**src/rtl/mpu_pkg.sv**
```systemverilog
// Shared encodings for the region checker: access types, permission bit
// positions and size-code limits. Assumes size codes are 5 bits wide.
package mpu_pkg;

    localparam int SIZE_W      = 5;
    localparam int SUB_COUNT   = 8;
    localparam int PERM_W      = 4;

    // smallest legal size code (32 bytes) and smallest code with subregions (256 bytes)
    localparam logic [SIZE_W-1:0] SIZE_MIN   = 5'd4;
    localparam logic [SIZE_W-1:0] SUBREG_MIN = 5'd7;

    // permission bit positions
    localparam int P_PRIV_RD = 0;
    localparam int P_PRIV_WR = 1;
    localparam int P_USER_RD = 2;
    localparam int P_USER_WR = 3;

    typedef enum logic [1:0] {
        ACC_READ  = 2'd0,
        ACC_WRITE = 2'd1,
        ACC_FETCH = 2'd2
    } acc_e;

    // Decide whether an access of the given kind is allowed by a region.
    function automatic logic access_allowed(
        input logic [PERM_W-1:0] perm,
        input logic              xn,
        input logic              priv,
        input logic [1:0]        kind
    );
        logic rd_ok;
        logic wr_ok;
        rd_ok = priv ? perm[P_PRIV_RD] : perm[P_USER_RD];
        wr_ok = priv ? perm[P_PRIV_WR] : perm[P_USER_WR];
        if (kind[1])
            return rd_ok && !xn;
        else if (kind == ACC_WRITE)
            return wr_ok;
        else
            return rd_ok;
    endfunction

endpackage

```
**src/rtl/mpu_region_table.sv**
```systemverilog
// Storage for the region descriptors. One region is written per cycle
// through the cfg port; all regions are read in parallel. Assumes
// NUM_REGIONS is a power of two so every index value names a region.
module mpu_region_table
    import mpu_pkg::*;
#(
    parameter int NUM_REGIONS = 8,
    parameter int ADDR_W      = 32,
    localparam int IDX_W      = $clog2(NUM_REGIONS)
) (
    input  logic                                clk,
    input  logic                                rst_n,
    input  logic                                cfg_we,
    input  logic [IDX_W-1:0]                    cfg_idx,
    input  logic                                cfg_en,
    input  logic [ADDR_W-1:0]                   cfg_base,
    input  logic [SIZE_W-1:0]                   cfg_size,
    input  logic [SUB_COUNT-1:0]                cfg_subdis,
    input  logic [PERM_W-1:0]                   cfg_perm,
    input  logic                                cfg_xn,
    output logic [NUM_REGIONS-1:0]              tbl_en,
    output logic [NUM_REGIONS-1:0][ADDR_W-1:0]  tbl_base,
    output logic [NUM_REGIONS-1:0][SIZE_W-1:0]  tbl_size,
    output logic [NUM_REGIONS-1:0][SUB_COUNT-1:0] tbl_subdis,
    output logic [NUM_REGIONS-1:0][PERM_W-1:0]  tbl_perm,
    output logic [NUM_REGIONS-1:0]              tbl_xn
);

    for (genvar g = 0; g < NUM_REGIONS; g++) begin : g_slot
        // Load one descriptor slot when its index is written; clear on reset.
        always_ff @(posedge clk) begin
            if (!rst_n) begin
                tbl_en[g]     <= 1'b0;
                tbl_base[g]   <= '0;
                tbl_size[g]   <= '0;
                tbl_subdis[g] <= '0;
                tbl_perm[g]   <= '0;
                tbl_xn[g]     <= 1'b0;
            end else if (cfg_we && cfg_idx == IDX_W'(g)) begin
                tbl_en[g]     <= cfg_en;
                tbl_base[g]   <= cfg_base;
                tbl_size[g]   <= cfg_size;
                tbl_subdis[g] <= cfg_subdis;
                tbl_perm[g]   <= cfg_perm;
                tbl_xn[g]     <= cfg_xn;
            end
        end
    end

endmodule

```
**src/rtl/mpu_region_match.sv**
```systemverilog
// Address matcher for a single region. Compares only the address bits
// above the region size and applies the subregion mask for regions of
// 256 bytes and up. Purely combinational.
module mpu_region_match
    import mpu_pkg::*;
#(
    parameter int ADDR_W = 32
) (
    input  logic                 en,
    input  logic [ADDR_W-1:0]    base,
    input  logic [SIZE_W-1:0]    size,
    input  logic [SUB_COUNT-1:0] subdis,
    input  logic [ADDR_W-1:0]    addr,
    output logic                 hit
);

    logic [SIZE_W:0]   hi_shift;
    logic [ADDR_W-1:0] upper_diff;
    logic [2:0]        sub_idx;
    logic              legal;
    logic              has_sub;
    logic              sub_blocked;

    // Work out range membership and subregion blocking for this region.
    always_comb begin
        hi_shift    = {1'b0, size} + 1'b1;
        upper_diff  = (addr ^ base) >> hi_shift;
        sub_idx     = 3'(addr >> (size - 5'd2));
        legal       = size >= SIZE_MIN;
        has_sub     = size >= SUBREG_MIN;
        sub_blocked = has_sub && subdis[sub_idx];
        hit         = en && legal && (upper_diff == '0) && !sub_blocked;
    end

endmodule

```
**src/rtl/mpu_priority_pick.sv**
```systemverilog
// Chooses the highest-numbered asserted hit. Reports whether any hit
// exists and the index of the winner (0 when none).
module mpu_priority_pick #(
    parameter int NUM_REGIONS = 8,
    localparam int IDX_W      = $clog2(NUM_REGIONS)
) (
    input  logic [NUM_REGIONS-1:0] hits,
    output logic                   any_hit,
    output logic [IDX_W-1:0]       win_idx
);

    // Scan upward so the last (highest) hit overrides earlier ones.
    always_comb begin
        any_hit = 1'b0;
        win_idx = '0;
        for (int i = 0; i < NUM_REGIONS; i++) begin
            if (hits[i]) begin
                any_hit = 1'b1;
                win_idx = IDX_W'(i);
            end
        end
    end

endmodule

```
**src/rtl/mpu_region_guard.sv**
```systemverilog
// Top of the memory protection region checker. Holds global control bits
// and the region table, matches each presented access against all regions
// in parallel, applies the winning region's permissions and registers the
// verdict for one-cycle latency. Assumes NUM_REGIONS is 8 or 16.
module mpu_region_guard
    import mpu_pkg::*;
#(
    parameter int NUM_REGIONS = 8,
    parameter int ADDR_W      = 32,
    localparam int IDX_W      = $clog2(NUM_REGIONS)
) (
    input  logic                 clk,
    input  logic                 rst_n,
    input  logic                 ctl_we,
    input  logic                 ctl_unit_en,
    input  logic                 ctl_bg_en,
    input  logic                 cfg_we,
    input  logic [IDX_W-1:0]     cfg_idx,
    input  logic                 cfg_en,
    input  logic [ADDR_W-1:0]    cfg_base,
    input  logic [4:0]           cfg_size,
    input  logic [7:0]           cfg_subdis,
    input  logic [3:0]           cfg_perm,
    input  logic                 cfg_xn,
    input  logic                 acc_valid,
    input  logic [ADDR_W-1:0]    acc_addr,
    input  logic [1:0]           acc_type,
    input  logic                 acc_priv,
    output logic                 res_valid,
    output logic                 res_fault,
    output logic                 res_hit,
    output logic [IDX_W-1:0]     res_region
);

    logic unit_en_q;
    logic bg_en_q;

    logic [NUM_REGIONS-1:0]                tbl_en;
    logic [NUM_REGIONS-1:0][ADDR_W-1:0]    tbl_base;
    logic [NUM_REGIONS-1:0][SIZE_W-1:0]    tbl_size;
    logic [NUM_REGIONS-1:0][SUB_COUNT-1:0] tbl_subdis;
    logic [NUM_REGIONS-1:0][PERM_W-1:0]    tbl_perm;
    logic [NUM_REGIONS-1:0]                tbl_xn;

    logic [NUM_REGIONS-1:0] hits;
    logic                   any_hit;
    logic [IDX_W-1:0]       win_idx;

    logic                   fault_d;
    logic                   hit_d;
    logic [IDX_W-1:0]       region_d;

    // Hold the unit enable and background-access control bits.
    always_ff @(posedge clk) begin
        if (!rst_n) begin
            unit_en_q <= 1'b0;
            bg_en_q   <= 1'b0;
        end else if (ctl_we) begin
            unit_en_q <= ctl_unit_en;
            bg_en_q   <= ctl_bg_en;
        end
    end

    mpu_region_table #(
        .NUM_REGIONS (NUM_REGIONS),
        .ADDR_W      (ADDR_W)
    ) u_table (
        .clk        (clk),
        .rst_n      (rst_n),
        .cfg_we     (cfg_we),
        .cfg_idx    (cfg_idx),
        .cfg_en     (cfg_en),
        .cfg_base   (cfg_base),
        .cfg_size   (cfg_size),
        .cfg_subdis (cfg_subdis),
        .cfg_perm   (cfg_perm),
        .cfg_xn     (cfg_xn),
        .tbl_en     (tbl_en),
        .tbl_base   (tbl_base),
        .tbl_size   (tbl_size),
        .tbl_subdis (tbl_subdis),
        .tbl_perm   (tbl_perm),
        .tbl_xn     (tbl_xn)
    );

    for (genvar g = 0; g < NUM_REGIONS; g++) begin : g_match
        mpu_region_match #(
            .ADDR_W (ADDR_W)
        ) u_match (
            .en     (tbl_en[g]),
            .base   (tbl_base[g]),
            .size   (tbl_size[g]),
            .subdis (tbl_subdis[g]),
            .addr   (acc_addr),
            .hit    (hits[g])
        );
    end

    mpu_priority_pick #(
        .NUM_REGIONS (NUM_REGIONS)
    ) u_pick (
        .hits    (hits),
        .any_hit (any_hit),
        .win_idx (win_idx)
    );

    // Form the verdict from the winning region or the no-match policy.
    always_comb begin
        fault_d  = 1'b0;
        hit_d    = 1'b0;
        region_d = '0;
        if (unit_en_q) begin
            if (any_hit) begin
                hit_d    = 1'b1;
                region_d = win_idx;
                fault_d  = !access_allowed(tbl_perm[win_idx], tbl_xn[win_idx],
                                           acc_priv, acc_type);
            end else begin
                fault_d  = !(acc_priv && bg_en_q);
            end
        end
    end

    // Register the verdict; fault and hit are only raised with valid.
    always_ff @(posedge clk) begin
        if (!rst_n) begin
            res_valid  <= 1'b0;
            res_fault  <= 1'b0;
            res_hit    <= 1'b0;
            res_region <= '0;
        end else begin
            res_valid  <= acc_valid;
            res_fault  <= acc_valid && fault_d;
            res_hit    <= acc_valid && hit_d;
            res_region <= acc_valid ? region_d : '0;
        end
    end

endmodule

```
**config.mk**
```make
export PLATFORM = sky130hd
export DESIGN_NAME = mpu_region_guard
export DESIGN_NICKNAME = d
export VERILOG_FILES = /design/src/rtl/mpu_pkg.sv /design/src/rtl/mpu_region_table.sv /design/src/rtl/mpu_region_match.sv /design/src/rtl/mpu_priority_pick.sv /design/src/rtl/mpu_region_guard.sv
export SDC_FILE = /design/constraint.sdc
export NUM_CORES = 2
export LEC_CHECK = 0
export ABC_CLOCK_PERIOD_IN_PS = 6910
export BUFFER_PORTS_ARGS = -buffer_cell sky130_fd_sc_hd__buf_2
export CAP_MARGIN = 0
export CORE_AREA = 2 2 258 362
export DETAILED_ROUTE_END_ITERATION = 7
export DIE_AREA = 0 0 260 364
export HOLD_SLACK_MARGIN = 0.03
export MAX_ROUTING_LAYER = met4
export PLACE_DENSITY_LB_ADDON = 0.25
export SYNTH_ARGS = -nofsm -noshare
export SYNTH_HDL_FRONTEND = slang
export SYNTH_SLANG_ARGS = --single-unit
```
**constraint.sdc**
```tcl
create_clock -name clk -period 6.91 [get_ports clk]
set_clock_uncertainty 0.1 [all_clocks]
set_input_delay 0.691 -clock clk [delete_from_list [all_inputs] [get_ports clk]]
set_output_delay 0.691 -clock clk [all_outputs]
set_load 0.005 [all_outputs]
```
==> key figures <==
Status
  – Status: completed

STA
  – Final-report hold violation count: 0
  – # setup viols final: 0
  – Final min period: 6.07 ns
  – RSZ-0062 raised after global routing: no
  – Crit share post-route: 0.879
  – Max-slew violation count: 0
  – Max-slew headroom: 0.135
  – Setup TNS: 0 ns
  – Tightest Pin Transition: 1.30 ns
  – Hold Slack: 0.173 ns
  – Max Clock Freq: 0.165 GHz

Synthesis
  – Mapped Area: 31700 um2
  – Syn Inst Count: 3806
  – Post-synthesis async set-or-reset flop share: 0
  – Mapped Avg Cell Area: 8.33 um2
  – Synth unique cells: 105
  – Ys Warns: 0
  – #FFs+latches synth: 408
  – Sequential area share after synthesis: 0.258
  – Predominant post-synthesis flop cell: dfxtp_1
  – Synthesized Nets: 3918
  – Number of synthesized flops with an enable pin: 0
  – Largest cells by area after synthesis: dfxtp_1 26%, mux4_2 14%, nand2_1 11%
  – Top cell type by total area after synthesis: dfxtp_1
  – Share of Yosys cell area claimed by the top area cell type: 0.258

Worst setup path
  – Crit-path cells: inv_1, ha_1, mux2i_1, mux4_2, mux2i_1, mux2i_1, mux2i_1, mux2i_1, o32ai_1, o21ai_0, nor2_1, o31ai_4, nor2_1, o31a_1, or4_4, o211ai_2
  – Reg2Reg Setup Slack: 0.84 ns
  – R2r endpoint: res_fault$_SDFF_PN0_
  – CP endpoint kind: flip-flop
  – Startpoint Class: flip-flop
  – WS Path Type: flip-flop to flip-flop
  – Crit-path max cell delay: 0.99 ns
  – WP data required: 7.37 ns
  – Most common cell type on the critical path: mux2i_1
  – Slowest cell on the critical path: ha_1
  – FF-to-FF path depth: 16
  – Worst R2R Start: u_table.tbl_size[22]$_SDFFE_PN0P_
  – CP Max Fanout: 24
  – Worst path bufs/invs: 1
  – CP delay by family, top: multiplexers
  – Worst Path Arrival: 6.53 ns

Clocking
  – Clk slew on worst S/H paths: 0.06 ns
  – Clk_lat worst skew: 0.64 ns
  – Post-CTS setup buffers: 0
  – CTS tree: yes
  – Cts hold-fix bufs: 0
  – Max Buffers Root-to-Sink: 3
  – Sink Count: 408
  – H-tree depth: 2
  – Clock root buffer: clkbuf_16
  – CTS Buf Count: 47
  – PostCTS Resize Cnt: 0

Global routing
  – Largest net degree at the start of global routing: 242
  – Grt total ovfl: 0
  – Vias in the first global route: 27516
  – First-pass GRT wire length: 188 mm
  – Antenna violations before repair: 7
  – Overall routing resource usage: 0.275

Drt
  – Post-DRT Antenna Nets: 0
  – Starting DRT DRC Count: 3277
  – Pre-antenna DRT Iters: 6
  – Total Wirelength: 128 mm
  – Overall via count from detail_route: 28939
  – Drt wl/cell: 26.4 um
  – Via density: 5.94
  – Post-route DRC: 0

Cells and area
  – Final std cells w/o fill: 4872
  – Commonest non-fill, non-tap cell in the layout: nand2_1
  – Share of cells above drive strength 1: 0.154
  – Fillers: 9378
  – Nets: 3746
  – Area Growth Syn to Fin: 7.93%
  – Most frequent cells in the layout: 949 x nand2_1, 403 x a21boi_0, 397 x dfxtp_1

Min path
  – Number of cells on the worst hold path: 2
  – Hold Crit Class: input pin to flip-flop
  – WHS Endpoint: res_valid$_SDFF_PN0_
  – Hold Crit Start: acc_valid

Flow run
  – # Max-Cap Violations: 0

Floorplanning
  – Starting density of the core: 0.346
  – IO Count: 102
  – Die Footprint: 94600 um2
  – Core box area: 91700 um2
  – Rows: 132
  – Die height: 364 um
  – Die W: 260 um

Placed design
  – DP HPWL: 81.1 mm
  – PortBufs: 100
  – Placed Cells: 4791
  – Gpl congestion: 0.934

Power
  – Maximum VDD drop: 0.000171 V
  – Power per cell area: 186 nW/um2
  – P_leak: 0.0116 uW
  – Tot Pwr: 6370 uW
==> Yosys cell counts, types with 77 or more instances <==
master,number
buf_2,125
o21ai_0,77
nor2_1,142
clkbuf_1,198
mux2i_1,194
dfxtp_1,408
a21oi_1,89
nand2_1,952
xnor2_1,165
a21boi_0,403
xor2_1,129
mux4_2,195
==> area by class of cell <==
type                       instances  area [um2]  share of cell area
inverter                          41         154             0.00450
multi-input combinational       2946       21600               0.631
clock buffer                      66        1380              0.0403
tap                             1206        1510              0.0441
clock inverter                    12         178             0.00519
antenna                            3        7.51            0.000219
sequential                       408        8180               0.239
timing repair buffer             190        1200              0.0350
==> worst max-delay path by stage <==
stage               slack, ns                    to                               from  cells after the start
finish                   0.84  res_fault$_SDFF_PN0_  u_table.tbl_size[22]$_SDFFE_PN0P_                     16
global route             0.61  res_fault$_SDFF_PN0_  u_table.tbl_size[22]$_SDFFE_PN0P_                     16
CTS                      0.91  res_fault$_SDFF_PN0_  u_table.tbl_size[22]$_SDFFE_PN0P_                     16
detailed placement       0.94  res_fault$_SDFF_PN0_  u_table.tbl_size[22]$_SDFFE_PN0P_                     16
global placement         1.14  res_fault$_SDFF_PN0_  u_table.tbl_size[22]$_SDFFE_PN0P_                     16
floorplan                1.82  res_fault$_SDFF_PN0_   u_table.tbl_size[1]$_SDFFE_PN0P_                     17
==> metal layers <==
layer / track usage / wire length [um] / vias up
met3: 0.0351 / 9410 / 394
met5: - / 0 / -
li1: - / - / 13026
met4: 0.153 / 8680 / 0
met1: 0.346 / 51900 / 14185
met2: 0.428 / 58400 / 1334
==> worst reg2reg max path: cells and delay by family, from the launching register on <==
kind	cells	cell delay, ns
AND/OR/NAND/NOR	3	0.90
adder cells (fa/ha/maj)	1	0.99
flip-flops	1	0.54
AO/OA/AOI/OAI	5	1.60
buffers and inverters	1	0.17
multiplexers	6	1.72
==> flip-flops by register name (all words and copies together) (netlist names), 3 cells and up <==
name and cells:
u_table.tbl_en 8, u_table.tbl_subdis 64, res_region 3, u_table.tbl_xn 8
u_table.tbl_size 40, u_table.tbl_perm 32, u_table.tbl_base 248
==> power by group <==
part	internal [uW]	switching [uW]	leakage [uW]
clock	1530	1110	0.000767
combinational	471	809	0.00748
sequential	2400	44.1	0.00331
total	4400	1970	0.0116
==> cells by family (layout without fill, tap and decap cells) <==
family                     Yosys count  after routing  share of synthesized area
and+or+nand+nor                   1356           1356                      0.179
AOI/OAI and AO/OA                  840            840                      0.192
buffers and inverters              452            309                     0.0634
muxes                              435            435                      0.218
DFF                                408            408                      0.258
xor gates and xnor gates           298            298                     0.0836
adders and majority gates           17             17                    0.00663
other                                0              3                          0
==> through the flow <==
stage / area [um2] / setup WS, ns / utilization
floorplan: 31700 / 1.82 / -
global placement: 32600 / 1.14 / 0.356
detailed placement: 32600 / 0.941 / 0.356
CTS: 34200 / 0.913 / 0.373
global route: 34200 / 0.606 / 0.373
finish: 34200 / 0.838 / 0.373
Power figures use the tool's default switching activity.
